### src/rtl/rtc_irq_pkg.sv
package rtc_irq_pkg;

  typedef enum logic [1:0] {
    CMP_UNIT1  = 2'b00,
    CMP_UNIT4  = 2'b01,
    CMP_UNIT20 = 2'b10,
    CMP_UNIT60 = 2'b11
  } cmp_sel_e;

  typedef struct packed {
    cmp_sel_e csel;
    logic     upd_en;
    logic     tmr_en;
    logic     alm_en;
    logic     run_ctl;
  } ctrl_fields_t;

  localparam int unsigned BIT_CSEL_HI = 7;
  localparam int unsigned BIT_CSEL_LO = 6;
  localparam int unsigned BIT_UPD_EN  = 5;
  localparam int unsigned BIT_TMR_EN  = 4;
  localparam int unsigned BIT_ALM_EN  = 3;
  localparam int unsigned BIT_RUN_CTL = 0;

  localparam int unsigned NUM_SRC = 2;
  localparam int unsigned SRC_UPD = 0;
  localparam int unsigned SRC_TMR = 1;

  localparam int unsigned MAX_UNITS = 60;

  function automatic int unsigned interval_units(input cmp_sel_e s);
    case (s)
      CMP_UNIT1:  return 1;
      CMP_UNIT4:  return 4;
      CMP_UNIT20: return 20;
      default:    return 60;
    endcase
  endfunction

endpackage

### src/rtl/rtc_ctrl_regs.sv
module rtc_ctrl_regs
  import rtc_irq_pkg::*;
(
  input  logic         clk,
  input  logic         rst_n,
  input  logic         wr_en,
  input  logic [7:0]   wr_data,
  output ctrl_fields_t fields,
  output logic [7:0]   rd_data,
  output logic [NUM_SRC-1:0] src_en_eff,
  output logic [NUM_SRC-1:0] src_cancel
);

  localparam ctrl_fields_t FIELDS_RST = '{
    csel:    CMP_UNIT4,
    upd_en:  1'b0,
    tmr_en:  1'b0,
    alm_en:  1'b0,
    run_ctl: 1'b0
  };

  ctrl_fields_t fields_q;

  always_ff @(posedge clk or negedge rst_n) begin
    if (!rst_n) begin
      fields_q <= FIELDS_RST;
    end else if (wr_en) begin
      fields_q.csel    <= cmp_sel_e'(wr_data[BIT_CSEL_HI:BIT_CSEL_LO]);
      fields_q.upd_en  <= wr_data[BIT_UPD_EN];
      fields_q.tmr_en  <= wr_data[BIT_TMR_EN];
      fields_q.alm_en  <= wr_data[BIT_ALM_EN];
      fields_q.run_ctl <= wr_data[BIT_RUN_CTL];
    end
  end

  assign fields = fields_q;

  always_comb begin
    rd_data = 8'h00;
    rd_data[BIT_CSEL_HI:BIT_CSEL_LO] = fields_q.csel;
    rd_data[BIT_UPD_EN]  = fields_q.upd_en;
    rd_data[BIT_TMR_EN]  = fields_q.tmr_en;
    rd_data[BIT_ALM_EN]  = fields_q.alm_en;
    rd_data[BIT_RUN_CTL] = fields_q.run_ctl;
  end

  // The enable that governs an event at this edge is the one being written,
  // if a write is in progress; the same write can cancel an active request.
  always_comb begin
    src_en_eff[SRC_UPD] = wr_en ? wr_data[BIT_UPD_EN] : fields_q.upd_en;
    src_en_eff[SRC_TMR] = wr_en ? wr_data[BIT_TMR_EN] : fields_q.tmr_en;
    src_cancel[SRC_UPD] = wr_en & ~wr_data[BIT_UPD_EN];
    src_cancel[SRC_TMR] = wr_en & ~wr_data[BIT_TMR_EN];
  end

  AST_CSEL_STORED: assert property (@(posedge clk) disable iff (!rst_n)
    wr_en |=> (fields_q.csel == $past(wr_data[BIT_CSEL_HI:BIT_CSEL_LO])));

  AST_FIELDS_HOLD: assert property (@(posedge clk) disable iff (!rst_n)
    !wr_en |=> $stable(rd_data));

endmodule

### src/rtl/rtc_irq_source.sv
module rtc_irq_source #(
  parameter int unsigned RELEASE_CYCLES = 256
) (
  input  logic clk,
  input  logic rst_n,
  input  logic flag,
  input  logic en_eff,
  input  logic cancel,
  output logic active
);

  localparam int unsigned CW = (RELEASE_CYCLES > 2) ? $clog2(RELEASE_CYCLES) : 1;
  localparam logic [CW-1:0] LAST = CW'(RELEASE_CYCLES - 1);

  logic          flag_q;
  logic          active_q;
  logic [CW-1:0] hold_cnt;
  logic          rise;
  logic          qualify;

  assign rise    = flag & ~flag_q;
  assign qualify = rise & en_eff;

  always_ff @(posedge clk or negedge rst_n) begin
    if (!rst_n) begin
      flag_q <= 1'b0;
    end else begin
      flag_q <= flag;
    end
  end

  always_ff @(posedge clk or negedge rst_n) begin
    if (!rst_n) begin
      active_q <= 1'b0;
      hold_cnt <= '0;
    end else if (qualify) begin
      active_q <= 1'b1;
      hold_cnt <= '0;
    end else if (cancel) begin
      active_q <= 1'b0;
      hold_cnt <= '0;
    end else if (active_q) begin
      if (hold_cnt == LAST) begin
        active_q <= 1'b0;
        hold_cnt <= '0;
      end else begin
        hold_cnt <= hold_cnt + 1'b1;
      end
    end
  end

  assign active = active_q;

  AST_EVENT_ASSERTS: assert property (@(posedge clk) disable iff (!rst_n)
    qualify |=> active_q);

  AST_CANCEL_RELEASES: assert property (@(posedge clk) disable iff (!rst_n)
    (cancel && !qualify) |=> !active_q);

  AST_HOLD_ENDS: assert property (@(posedge clk) disable iff (!rst_n)
    (active_q && hold_cnt == LAST && !qualify) |=> !active_q);

  AST_NO_SPURIOUS: assert property (@(posedge clk) disable iff (!rst_n)
    (!active_q && !qualify) |=> !active_q);

  AST_RETRIGGER_RESTARTS: assert property (@(posedge clk) disable iff (!rst_n)
    (active_q && qualify) |=> (active_q && hold_cnt == '0));

endmodule

### src/rtl/rtc_comp_timer.sv
module rtc_comp_timer
  import rtc_irq_pkg::*;
#(
  parameter int unsigned HALF_SEC_CYCLES = 16384
) (
  input  logic     clk,
  input  logic     rst_n,
  input  cmp_sel_e csel,
  input  logic     restart,
  output logic     tick
);

  localparam int unsigned MAX_LEN = HALF_SEC_CYCLES * MAX_UNITS;
  localparam int unsigned CW      = $clog2(MAX_LEN);

  logic [CW-1:0] cnt;
  logic [CW-1:0] limit;
  logic          tick_q;

  assign limit = CW'(HALF_SEC_CYCLES * interval_units(csel) - 1);

  always_ff @(posedge clk or negedge rst_n) begin
    if (!rst_n) begin
      cnt    <= '0;
      tick_q <= 1'b0;
    end else if (restart) begin
      cnt    <= '0;
      tick_q <= 1'b0;
    end else if (cnt >= limit) begin
      cnt    <= '0;
      tick_q <= 1'b1;
    end else begin
      cnt    <= cnt + 1'b1;
      tick_q <= 1'b0;
    end
  end

  assign tick = tick_q;

  AST_TICK_SINGLE: assert property (@(posedge clk) disable iff (!rst_n)
    tick_q |=> !tick_q);

  AST_RESTART_CLEARS: assert property (@(posedge clk) disable iff (!rst_n)
    restart |=> (cnt == '0 && !tick_q));

  AST_CNT_IN_RANGE: assert property (@(posedge clk) disable iff (!rst_n)
    !restart |=> (cnt <= limit));

endmodule

### src/rtl/rtc_irq_ctrl.sv
module rtc_irq_ctrl
  import rtc_irq_pkg::*;
#(
  parameter int unsigned HALF_SEC_CYCLES = 16384,
  parameter int unsigned RELEASE_CYCLES  = 256
) (
  input  logic       clk,
  input  logic       rst_n,
  input  logic       wr_en,
  input  logic [7:0] wr_data,
  output logic [7:0] rd_data,
  input  logic       uf_flag,
  input  logic       tf_flag,
  output logic       int_drive_low,
  output logic       comp_tick
);

  ctrl_fields_t       fields;
  logic [NUM_SRC-1:0] src_en_eff;
  logic [NUM_SRC-1:0] src_cancel;
  logic [NUM_SRC-1:0] src_flag;
  logic [NUM_SRC-1:0] src_active;

  assign src_flag[SRC_UPD] = uf_flag;
  assign src_flag[SRC_TMR] = tf_flag;

  rtc_ctrl_regs u_regs (
    .clk        (clk),
    .rst_n      (rst_n),
    .wr_en      (wr_en),
    .wr_data    (wr_data),
    .fields     (fields),
    .rd_data    (rd_data),
    .src_en_eff (src_en_eff),
    .src_cancel (src_cancel)
  );

  for (genvar g = 0; g < NUM_SRC; g++) begin : g_src
    rtc_irq_source #(
      .RELEASE_CYCLES (RELEASE_CYCLES)
    ) u_src (
      .clk    (clk),
      .rst_n  (rst_n),
      .flag   (src_flag[g]),
      .en_eff (src_en_eff[g]),
      .cancel (src_cancel[g]),
      .active (src_active[g])
    );
  end

  rtc_comp_timer #(
    .HALF_SEC_CYCLES (HALF_SEC_CYCLES)
  ) u_comp (
    .clk     (clk),
    .rst_n   (rst_n),
    .csel    (fields.csel),
    .restart (wr_en),
    .tick    (comp_tick)
  );

  assign int_drive_low = |src_active;

  AST_PIN_FOLLOWS_SOURCES: assert property (@(posedge clk) disable iff (!rst_n)
    (src_active[SRC_UPD] || src_active[SRC_TMR]) |-> int_drive_low);

endmodule

### config.mk
export PLATFORM = sky130hd
export DESIGN_NAME = rtc_irq_ctrl
export DESIGN_NICKNAME = d
export VERILOG_FILES = /design/src/rtl/rtc_irq_pkg.sv /design/src/rtl/rtc_ctrl_regs.sv /design/src/rtl/rtc_irq_source.sv /design/src/rtl/rtc_comp_timer.sv /design/src/rtl/rtc_irq_ctrl.sv
export SDC_FILE = /design/constraint.sdc
export NUM_CORES = 1
export LEC_CHECK = 0
export BUFFER_PORTS_ARGS = -buffer_cell sky130_fd_sc_hd__buf_2
export CORE_MARGIN = 5
export CORE_UTILIZATION = 58
export DETAILED_ROUTE_END_ITERATION = 8
export PLACE_DENSITY = 0.84
export SETUP_SLACK_MARGIN = 0.5
export SLEW_MARGIN = 20
export SYNTH_ARGS = -nofsm -noshare
export SYNTH_HDL_FRONTEND = slang
export SYNTH_SLANG_ARGS = --single-unit
### constraint.sdc
create_clock -name clk -period 2.8 [get_ports clk]
set_input_delay 0.28 -clock clk [delete_from_list [all_inputs] [get_ports clk]]
set_output_delay 0.28 -clock clk [all_outputs]
set_load 0.005 [all_outputs]
==> impl_metrics.json <==
{
  "synth_edf_count": 0,
  "dp_hpwl_mm": 3.26,
  "synth_cells": 239,
  "drive_above_1_share": 0.184,
  "ant_nets": 0,
  "clkTransAtPathRegs_ns": 0.08,
  "whs_ns": -0.0200,
  "ys.flop_type": "dfrtp_1",
  "dr.pass1.iters": 4,
  "post-route-util": 0.661,
  "antenna_found_initial": 0,
  "r2r-start": "u_comp.cnt[0]$_DFF_PN0_",
  "final_nets": 279,
  "seq_area_frac_synth": 0.487,
  "slew_headroom": 0.607,
  "worstPathArrival_ns": 2.27,
  "total_power_uw": 1350,
  "hold_violations": 40,
  "dp.cells": 301,
  "die_h_um": 74.6,
  "fin_skew_ns": 0.00534,
  "synthTopCellsByCount": "46 x dfrtp_1, 24 x nor2_1, 16 x nand3_1, 15 x nand2_1, 14 x nor3_1",
  "wl_per_cell_um": 14.8,
  "async_flop_share": 1.00,
  "synth_cell_types": 47,
  "p_leak_uw": 0.00113,
  "grt_pass1_vias": 1792,
  "reg2reg_to": "u_comp.cnt[4]$_DFF_PN0_",
  "rr_worst_depth": 6,
  "io_buffer_count": 18,
  "worst_slew_pin_slew_ns": 0.585,
  "vias": 1823,
  "fp.dieW_um": 74.6,
  "violations": "negative hold slack",
  "rsz0062_at_grt": "false",
  "postCtsResizedCells": 0,
  "grt_pass1_wl_mm": 7.97,
  "rows": 23,
  "reg2reg_slack_ns": 0.71,
  "power.density_mw_per_mm2": 508,
  "place_congestion": 0.758,
  "instances_no_fill": 311,
  "critical_path_class": "register to register",
  "finalSetupTns_ns": 0,
  "numCtsBuffers": 5,
  "cts_tree": "built",
  "routed_wl_mm": 4.61,
  "crit_path_start_kind": "register",
  "syn_area_sq_mm": 0.00242,
  "irDropWorstVdd_v": 0.000279,
  "drtIter0Drc": 74,
  "drv_slew": 0,
  "required_ns": 2.97,
  "synthTopCellsByArea": "dfrtp_1 48%, xor2_1 4.3%, nor2_1 3.7%, nand3_1 3.3%, mux2_2 3.3%",
  "yosys.area.top_type_share": 0.476,
  "ioPinCount": 23,
  "max_freq_mhz": 477,
  "cts_buffer_depth": 2,
  "yosysWarnings": 0,
  "grt_use_total": 0.185,
  "synth_seq_cells": 47,
  "htreeDepth": 2,
  "post-route-min-period_ns": 2.09,
  "hp-class": "primary input to async pin",
  "drc": 0,
  "yosysMostFrequentCell": "dfrtp_1",
  "endpoint_kind": "register",
  "areaGrowthSynthToFinish_pct": 10.1,
  "core_area_sq_mm": 0.00403,
  "status": "complete, but fails checks",
  "fin_crit_sh": 0.748,
  "viasPerCell": 5.86,
  "clock_latency_ns": 0.29,
  "cts_root_buf": "clkbuf_8",
  "initial_core_util": 0.600,
  "crit_fanout": 11,
  "cts.sinks": 47,
  "maxCapViolCount": 0,
  "num_antenna_cells": 0,
  "syn_area_per_cell_sq_um": 10.1,
  "grt_overflow": 0,
  "synth_top_cell_by_area": "dfrtp_1",
  "grt_max_degree": 48,
  "die_area_sq_mm": 0.00556,
  "setup_viol": 0
}
where the power goes:
part	internal [uW]	switching, uW	total (uW)	leakage (uW)
Combinational	64.8	79.4	144	0.000451
Sequential	718	49.6	768	0.000627
Clock	226	215	441	0.0000515
critical path, cell delays in order, from the launching register on:
cell and delay (ns):
dfrtp_1 0.41, ha_1 0.35, nand4_1 0.14, nor4_1 0.45, nor3b_4 0.32, buf_4 0.23, nor3_1 0.07
sequential cells by signal, summed over array words and instances, names as in the netlist:
| signal | cells |
|---|---|
| g_src.u_src.active | 2 |
| g_src.u_src.hold_cnt | 16 |
| u_comp.tick | 1 |
| g_src.u_src.flag_q | 2 |
| u_regs.fields | 6 |
| u_comp.cnt | 20 |
through the flow:
step | cell area [sq um] | worst slack (ns) | hold WS, ns
6_report | 2660 | 0.705 | -0.0200
5_1_grt | 2660 | 0.491 | 0.0267
4_1_cts | 2650 | 0.531 | 0.0931
3_5_place_dp | 2540 | 0.561 | 0.405
3_3_place_gp | 2540 | 0.620 | 0.401
2_1_floorplan | 2420 | 0.754 | -0.0156
logic make-up after synthesis:
kind of cell | Yosys count | synth area share
AO/OA/AOI/OAI | 35 | 0.101
XOR/XNOR | 21 | 0.0760
adder cells (fa/ha/maj) | 6 | 0.0310
buffers and inverters | 14 | 0.0264
flip-flops | 47 | 0.487
multiplexers | 9 | 0.0409
other | 1 | 0.00155
AND/OR/NAND/NOR | 106 | 0.236
area by class of cell:
cell class,instances,area [sq um]
inverter,5,18.8
sequential,47,1180
timing repair buffer,22,123
fill,315,1370
clock buffer,8,100
tap,50,62.6
multi-input combinational,179,1180
cell usage in the layout, fill, tap and decap left out, drive strengths merged, types with 3 or more instances in the layout:
cell type / count
nor2: 24
inv: 5
xor2: 12
dfrtp: 46
nor3b: 3
clkbuf: 8
nor2b: 4
mux2: 7
or3: 3
nor4: 4
a21oi: 5
ha: 6
nor3: 14
buf: 22
a211oi: 6
nand4: 12
nand3: 16
o21ai: 6
nand2: 15
or4: 3
o31ai: 4
xnor2: 9
routing by layer:
metal  GRT usage  part of all wire  vias to the layer above
met3      0.0446             0.040                        4
met2       0.313              0.48                       27
met1       0.240              0.47                      881
met5           0                 0                        -
li1            -                 -                      911
met4      0.0435            0.0069                        0
how the worst max path moves through the flow:
stage / startpoint / to / slack (ns) / cells after the start
finish: u_comp.cnt[0]$_DFF_PN0_ / u_comp.cnt[4]$_DFF_PN0_ / 0.71 / 6
global route: u_comp.cnt[0]$_DFF_PN0_ / u_comp.cnt[4]$_DFF_PN0_ / 0.49 / 6
CTS: u_comp.cnt[0]$_DFF_PN0_ / u_comp.cnt[4]$_DFF_PN0_ / 0.53 / 6
detailed placement: u_comp.cnt[0]$_DFF_PN0_ / u_comp.cnt[4]$_DFF_PN0_ / 0.56 / 6
global placement: u_comp.cnt[0]$_DFF_PN0_ / u_comp.cnt[4]$_DFF_PN0_ / 0.62 / 6
floorplan: u_comp.cnt[0]$_DFF_PN0_ / u_comp.cnt[4]$_DFF_PN0_ / 0.75 / 7
repair_timing:
item / CTS / global route
hold endpoints to repair: 0 / 0
setup buffers: 0 / 2
setup endpoints to repair: 0 / 11
hold buffers: 0 / 0
Note: power is estimated with default switching activity, not from simulation.
